`src/rtl/byte_packer_pkg.sv`:
```
package byte_packer_pkg;
  typedef enum logic {SLOT_HI = 1'b0, SLOT_LO = 1'b1} slot_e;
  typedef enum logic [1:0] {
    ROUTE_NONE = 2'd0,
    ROUTE_PIO  = 2'd1,
    ROUTE_HI   = 2'd2,
    ROUTE_LO   = 2'd3
  } route_e;
endpackage

```
`src/rtl/bpk_route.sv`:
```
module bpk_route
  import byte_packer_pkg::*;
(
  input  logic   accept,
  input  logic   dma_en,
  input  logic   status_phase,
  input  slot_e  slot,
  output route_e route
);
  logic prog_path;
  assign prog_path = !dma_en || status_phase;

  always_comb begin
    route = ROUTE_NONE;
    if (accept) begin
      if (prog_path)             route = ROUTE_PIO;
      else if (slot == SLOT_HI)  route = ROUTE_HI;
      else                       route = ROUTE_LO;
    end
  end
endmodule

```
`src/rtl/bpk_word_reg.sv`:
```
module bpk_word_reg
  import byte_packer_pkg::*;
#(
  parameter int BYTE_W = 8
) (
  input  logic                  clk,
  input  logic                  rst_n,
  input  route_e                route,
  input  logic [BYTE_W-1:0]     din,
  output logic [2*BYTE_W-1:0]   word
);
  localparam int LANES = 2;
  logic [LANES-1:0] lane_we;

  // lane 1 is the upper half, lane 0 the lower half
  assign lane_we[1] = (route == ROUTE_HI);
  assign lane_we[0] = (route == ROUTE_LO) || (route == ROUTE_PIO);

  for (genvar g = 0; g < LANES; g++) begin : g_lane
    logic [BYTE_W-1:0] lane_q;
    always_ff @(posedge clk) begin
      if (!rst_n)          lane_q <= '0;
      else if (lane_we[g]) lane_q <= din;
    end
    assign word[g*BYTE_W +: BYTE_W] = lane_q;
  end
endmodule

```
`src/rtl/bpk_slot_ctrl.sv`:
```
module bpk_slot_ctrl
  import byte_packer_pkg::*;
(
  input  logic   clk,
  input  logic   rst_n,
  input  route_e route,
  input  logic   bus_gnt,
  output slot_e  slot,
  output logic   bus_req,
  output logic   xfer_active
);
  logic taken;
  assign taken = bus_req && bus_gnt;

  always_ff @(posedge clk) begin
    if (!rst_n) begin
      slot        <= SLOT_HI;
      bus_req     <= 1'b0;
      xfer_active <= 1'b0;
    end else begin
      if (taken) begin
        bus_req     <= 1'b0;
        xfer_active <= 1'b0;
      end
      case (route)
        ROUTE_HI: begin
          slot        <= SLOT_LO;
          xfer_active <= 1'b1;
        end
        ROUTE_LO: begin
          slot    <= SLOT_HI;
          bus_req <= 1'b1;
        end
        default: ;
      endcase
    end
  end
endmodule

```
`src/rtl/bpk_flags.sv`:
```
module bpk_flags
  import byte_packer_pkg::*;
(
  input  logic   clk,
  input  logic   rst_n,
  input  route_e route,
  input  logic   status_phase,
  input  logic   pio_rd,
  input  logic   done_clr,
  output logic   pio_full,
  output logic   op_done
);
  logic prog_load;
  assign prog_load = (route == ROUTE_PIO);

  always_ff @(posedge clk) begin
    if (!rst_n) begin
      pio_full <= 1'b0;
      op_done  <= 1'b0;
    end else begin
      if (prog_load)   pio_full <= 1'b1;
      else if (pio_rd) pio_full <= 1'b0;
      if (prog_load && status_phase) op_done <= 1'b1;
      else if (done_clr)             op_done <= 1'b0;
    end
  end
endmodule

```
`src/rtl/byte_packer.sv`:
```
module byte_packer
  import byte_packer_pkg::*;
#(
  parameter int BYTE_W = 8
) (
  input  logic                clk,
  input  logic                rst_n,
  input  logic                dma_en,
  input  logic                status_phase,
  input  logic                in_valid,
  input  logic [BYTE_W-1:0]   in_data,
  output logic                in_ready,
  input  logic                pio_rd,
  output logic                pio_full,
  input  logic                done_clr,
  output logic                op_done,
  input  logic                bus_gnt,
  output logic                bus_req,
  output logic                xfer_active,
  output logic [2*BYTE_W-1:0] word_out
);
  slot_e  slot;
  route_e route;
  logic   accept;

  // no new byte while a word request or a programmed byte is pending
  assign in_ready = !bus_req && !pio_full;
  assign accept   = in_valid && in_ready;

  bpk_route u_route (
    .accept(accept), .dma_en(dma_en), .status_phase(status_phase),
    .slot(slot), .route(route)
  );

  bpk_word_reg #(.BYTE_W(BYTE_W)) u_word (
    .clk(clk), .rst_n(rst_n), .route(route), .din(in_data), .word(word_out)
  );

  bpk_slot_ctrl u_slot (
    .clk(clk), .rst_n(rst_n), .route(route), .bus_gnt(bus_gnt),
    .slot(slot), .bus_req(bus_req), .xfer_active(xfer_active)
  );

  bpk_flags u_flags (
    .clk(clk), .rst_n(rst_n), .route(route), .status_phase(status_phase),
    .pio_rd(pio_rd), .done_clr(done_clr), .pio_full(pio_full), .op_done(op_done)
  );
endmodule

```
`config.mk`:
```
export PLATFORM = sky130hd
export DESIGN_NAME = byte_packer
export DESIGN_NICKNAME = d
export VERILOG_FILES = /design/src/rtl/byte_packer_pkg.sv /design/src/rtl/bpk_route.sv /design/src/rtl/bpk_word_reg.sv /design/src/rtl/bpk_slot_ctrl.sv /design/src/rtl/bpk_flags.sv /design/src/rtl/byte_packer.sv
export SDC_FILE = /design/constraint.sdc
export NUM_CORES = 1
export LEC_CHECK = 0
export ABC_AREA = 1
export CORE_MARGIN = 1
export CORE_UTILIZATION = 30
export DETAILED_ROUTE_END_ITERATION = 8
export PLACE_DENSITY = 0.57
export SETUP_SLACK_MARGIN = 0.2
export SYNTH_ARGS = -nofsm -noshare
export SYNTH_HDL_FRONTEND = slang
export SYNTH_HIERARCHICAL = 1
export SYNTH_SLANG_ARGS = --single-unit
export TNS_END_PERCENT = 10
```
`constraint.sdc`:
```
create_clock -name clk -period 3.3 [get_ports clk]
set_input_delay 0.495 -clock clk [delete_from_list [all_inputs] [get_ports clk]]
set_output_delay 0.495 -clock clk [all_outputs]
set_load 0.01 [all_outputs]
```
---- Word-level counts from Yosys, hierarchy flattened ----
Index checks and enable logic that the tools add are counted.
storage, ports and cells
  input bits .............................. 16
  ROM bits ................................ 0
  bits in writable memories ............... 0
  latch bits .............................. 0
  memories kept ........................... 0
  logic and storage cells ................. 35
  flip-flop bits (word level) ............. 21
cells by class
  $add $sub $neg .......................... 0
  muxes and demuxes ....................... 11
  multipliers ............................. 0
  bitwise logic cells ..................... 0
  reductions and logical operators ........ 14
  equality and inequality tests ........... 3
  div/mod/pow operators ................... 0
  $lt $le $gt $ge ......................... 0
  shifts and indexed selects .............. 0
operator list
  cell                                                 number
  nonzero test 2 bit                                   5
  two-way mux 1 bit                                    8
  equality test 2 bit, second input constant           2
  logical AND 1 bit                                    4
  two-way mux 2 bit                                    2
  zero test 1 bit                                      3
  equality test 2 x 1 -> 1 bit, second input constant  1
  logical OR 1 bit                                     2
  case mux 1 bit (2 select lines)                      1

---- Depth between registers and ports, before layout ----
  depth in word-level cells ............... 7
  mapped depth ............................ 10

---- By module ----
Netlist, hierarchy kept.
modules (own cells, without submodules)
  module         instances  seq. area each (sq um)  cells each  area each (sq um)
  bpk_word_reg   1          320.3                   79          655.6
  bpk_slot_ctrl  1          60.1                    16          115.1
  bpk_flags      1          40.0                    12          93.8
  byte_packer    1          0.0                     6           27.5
  bpk_route      1          0.0                     6           26.3

---- Worst setup path after synthesis ----
No wires, ideal clock.
  kind .................................... input port to flip-flop
  start ................................... input port in_valid
  end ..................................... register u_word.g_lane[1].lane_q[7]
  data required time ...................... 3.238 ns
  library setup time ...................... 0.062 ns
  data arrival time ....................... 1.290 ns
  slack ................................... 1.948 ns
  stages on the path ...................... 8
  path through ............................ inv_1 > nor2_2 > and3_1 > buf_6 > inv_6 > nor2_8 > nor2_1 > nor2_2
between the ends
  cells in the longest elaborated chain, start to end .. 3
RTL lines
  what                  line                text
  from (decl)           byte_packer.sv:10   input logic in_valid,
  logical AND 1 bit     byte_packer.sv:28   assign accept = in_valid && in_ready;
  via accept            byte_packer.sv:24   logic accept;
  two-way mux 2 bit     bpk_route.sv:15     if (accept) begin
  via route[1]          byte_packer.sv:23   route_e route;
  equality test 2 bit   bpk_word_reg.sv:16  assign lane_we[1] = (route == ROUTE_HI);
  to (signal assigned)  bpk_word_reg.sv:23  else if (lane_we[g]) lane_q <= din;
  to (decl)             bpk_word_reg.sv:20  logic [BYTE_W-1:0] lane_q;
The timed path passes the listed nets, and every way through them passes these cells.
A chain may end at the register's enable or synchronous reset.

---- Final worst setup path ----
  start ................................... input port status_phase
  end ..................................... register u_word.g_lane[1].lane_q[2]
between the ends
  cells in the longest elaborated chain, start to end .. 4
RTL lines
  what                 line                text
  from (decl)          byte_packer.sv:9    input logic status_phase,
  logical OR 1 bit     bpk_route.sv:11     assign prog_path = !dma_en || status_phase;
  two-way mux 2 bit    bpk_route.sv:16     if (prog_path) route = ROUTE_PIO;
  two-way mux 2 bit    bpk_route.sv:15
  via route[0]         byte_packer.sv:23
  equality test 2 bit  bpk_word_reg.sv:16
The timed path passes the listed nets, and every way through them passes these cells.

==> results.md <==
* Critical Path RT at roughly 3.5 ns
* Post-layout util at 0.4591
* Clk root buf: clkbuf_4
* Share of cells above drive strength 1 at 0.1097
* Clock transition at the registers of the reported paths at between 0.1 and 0.15 ns
* R2R depth at 9
* Fillers at 284
* PortBufs at 36
* Hold Crit Depth at 2
* PwrDens at 395.7 nW/um^2
* TritonCTS Buffers at 3
* Clk_lat worst skew at between 0.2 and 0.3 ns
* Dpl cells at 182
* Crit Reg-Reg Startpoint: u_slot/bus_req$_SDFFE_PN0P_
* RePlAce Congestion at 0.7339
* Die area at 3287 um^2
* WP data arrival at 2.23 ns
* CTS H-tree depth at 1
* Synthesized Nets at 135
* Total GRT Usage at 0.1273
* Core ar. at 2829 um^2
* GRT Residual Overflow at 0
* FF-to-FF End: u_word/g_lane[1].lane_q[2]$_SDFFE_PN0N_
* R2R setup slack at 1.56 ns
* Largest net degree at the start of global routing at 23
* CTS resizes at 0
* Synth Warn # at 6
* CP Class: in2reg
* Hold-critical path endpoint: u_slot/xfer_active$_SDFFE_PN0P_
* Startpoint types: input pin
* Max Buffers Root-to-Sink at 2
* Drc violations at 4
* Core Rows at 19
* Final min period at about 2.0 ns
* Ant. Diodes at 0
* Syn_area_per_cell at 7.717 um^2
* Max_slew headroom at 0.4739
* Setup TNS at 0 ns
* Layout Nets at about 170
* Clock skew at 0.005928 ns
* Netlist Area Pre-Place at roughly 920 um^2
* Number of synthesized register bits at 21
* Status: finished with violations
* Final Max Slew Viols at 0
* Final period utilization at 0.6040
* WL per Instance at 10.16 um
* Synth unique cells at 19
* Final ANT Viol Nets at 0
* Worst VDD drop at 0.1783 mV
* WL final at 1889 um
* LEAKAGE at 0.5542 nW
* HP Start: u_slot/xfer_active$_SDFFE_PN0P_
* CTS tree: done
* F_max at 501.7 MHz
* Failing checks: DRC
* Hold crit path type: reg2reg
* DP Wirelength at 1417 um
* DR vias at 810
* Initial Util at 0.3246
* Hold bufs inserted after CTS at 0
* Chip width at 57.33 um
* Pin slew with the least headroom to its limit at 0.7883 ns
* Post-CTS setup buffer count at 0
* Final Hold Fails at 0
* Die Span Y at around 57 um
* Initial DRC count at 27
* Synth-to-Final Area Change at 41.42%
* Vias per inst at 4.355
* I/O pin total at 37
* Non-Filler Instances at 186
* Syn Inst Count at 119
* Vias in the first global route at 802
* Max-cap violations at 0
* Drt pass-1 iters at 6
* Initial antenna violation count at 0
* First-pass GRT wire length at between 3000 and 4000 um
* RSZ-0062 raised after global routing: false
* Crit path capture type: flip-flop
* Crit Path Max Fanout at 22
* Final setup vio count at 0
* Sequential-to-total area share from yosys stat at 0.4578
* Clk sink count at 21
* Tot Pwr at 513.9 uW
-- how the worst max path moves through the flow --
stage	start	slack (ns)	to
final	status_phase	1.31	u_word/g_lane[1].lane_q[2]$_SDFFE_PN0N_
after global routing	status_phase	1.10	u_word/g_lane[1].lane_q[0]$_SDFFE_PN0N_
after CTS	status_phase	1.28	u_word/g_lane[1].lane_q[2]$_SDFFE_PN0N_
after detailed placement	status_phase	0.98	u_word/g_lane[1].lane_q[2]$_SDFFE_PN0N_
after global placement	in_valid	1.04	u_word/g_lane[1].lane_q[4]$_SDFFE_PN0N_
after floorplan	in_valid	1.95	u_word/g_lane[1].lane_q[7]$_SDFFE_PN0N_
-- cell usage after synthesis --
library cell | number | area (um^2)
inv_1 | 22 | 82.58
dfxtp_1 | 21 | 420.4
nand2_1 | 18 | 67.56
nor2_1 | 17 | 63.81
nand3_1 | 9 | 45.04
a21oi_1 | 7 | 35.03
o21ai_0 | 6 | 30.03
a21oi_2 | 5 | 43.79
buf_6 | 2 | 22.52
nor2_2 | 2 | 12.51
o21ai_2 | 2 | 17.52
and3_1 | 1 | 6.260
buf_4 | 1 | 7.510
buf_8 | 1 | 15.01
inv_2 | 1 | 3.750
inv_6 | 1 | 8.760
nand2_2 | 1 | 6.260
nand3_2 | 1 | 10.01
nor2_8 | 1 | 20.02
-- placed cells by master, fill, tap and decap left out --
cell             count
clkdlybuf4s50_1     36
inv_1               22
dfxtp_1             21
nand2_1             18
nor2_1              17
nand3_1              9
a21oi_1              7
o21ai_0              6
a21oi_2              5
clkbuf_4             3
nor2_2               2
o21ai_2              2
nand2_2              1
clkbuf_1             1
nand3_2              1
and3_1               1
inv_6                1
nor2_8               1
inv_2                1
-- sequential cells by signal (all words and copies together) (netlist names) --
signal and cells:
u_slot/bus_req 1, u_flags/op_done 1, u_slot/slot 1, u_flags/pio_full 1, u_word/g_lane.lane_q 16, u_slot/xfer_active 1
-- area by class of cell --
type	count	area [um^2]	area share
Clock buffer	4	26.28	0.02023
Inverter	24	95.09	0.07322
Multi-Input combinational cell	70	357.8	0.2755
Sequential cell	21	420.4	0.3237
Tap cell	31	38.79	0.02987
Timing Repair Buffer	36	360.3	0.2775
-- worst max-delay path: stages --
cell and delay (ns):
clkdlybuf4s50_1 0.50, inv_1 0.06, nand3_1 0.06, nand2_1 0.05, inv_1 0.57, inv_2 0.18
nand3_1 0.13, nand2_1 0.07, nor2_1 0.11
-- per-stage QoR --
step                area, um^2  hold slack, ns  setup WS [ns]
floorplan                918.4          0.4550          1.948
global placement          1272          0.4519          1.035
detailed placement        1272          0.4585         0.9783
CTS                       1299          0.4758          1.283
global route              1299          0.5082          1.104
finish                    1299          0.4703          1.307
-- power breakdown --
| part | switching, mW | total, mW | internal (mW) | leakage [nW] |
|---|---|---|---|---|
| logic | 0.0556 | 0.116 | 0.0607 | 0.367 |
| clock network | 0.0719 | 0.119 | 0.0469 | 0.0150 |
| registers | 0.00845 | 0.279 | 0.270 | 0.172 |
| total | 0.136 | 0.514 | 0.378 | 0.554 |
-- kinds of logic after synthesis --
kind of cell,synth area share
compound gates,0.1376
buf+inv,0.1526
flops,0.4578
simple gates,0.2520
-- layer usage --
layer | share of wire | wire length, um | track usage
met1 | 0.49 | 922 | 0.1629
met2 | 0.45 | 851 | 0.2084
met3 | 0.061 | 115 | 0.02721
met4 | 0 | 0 | 0.05226
met5 | 0 | 0 | 0
(Power assumes the default switching activity.)
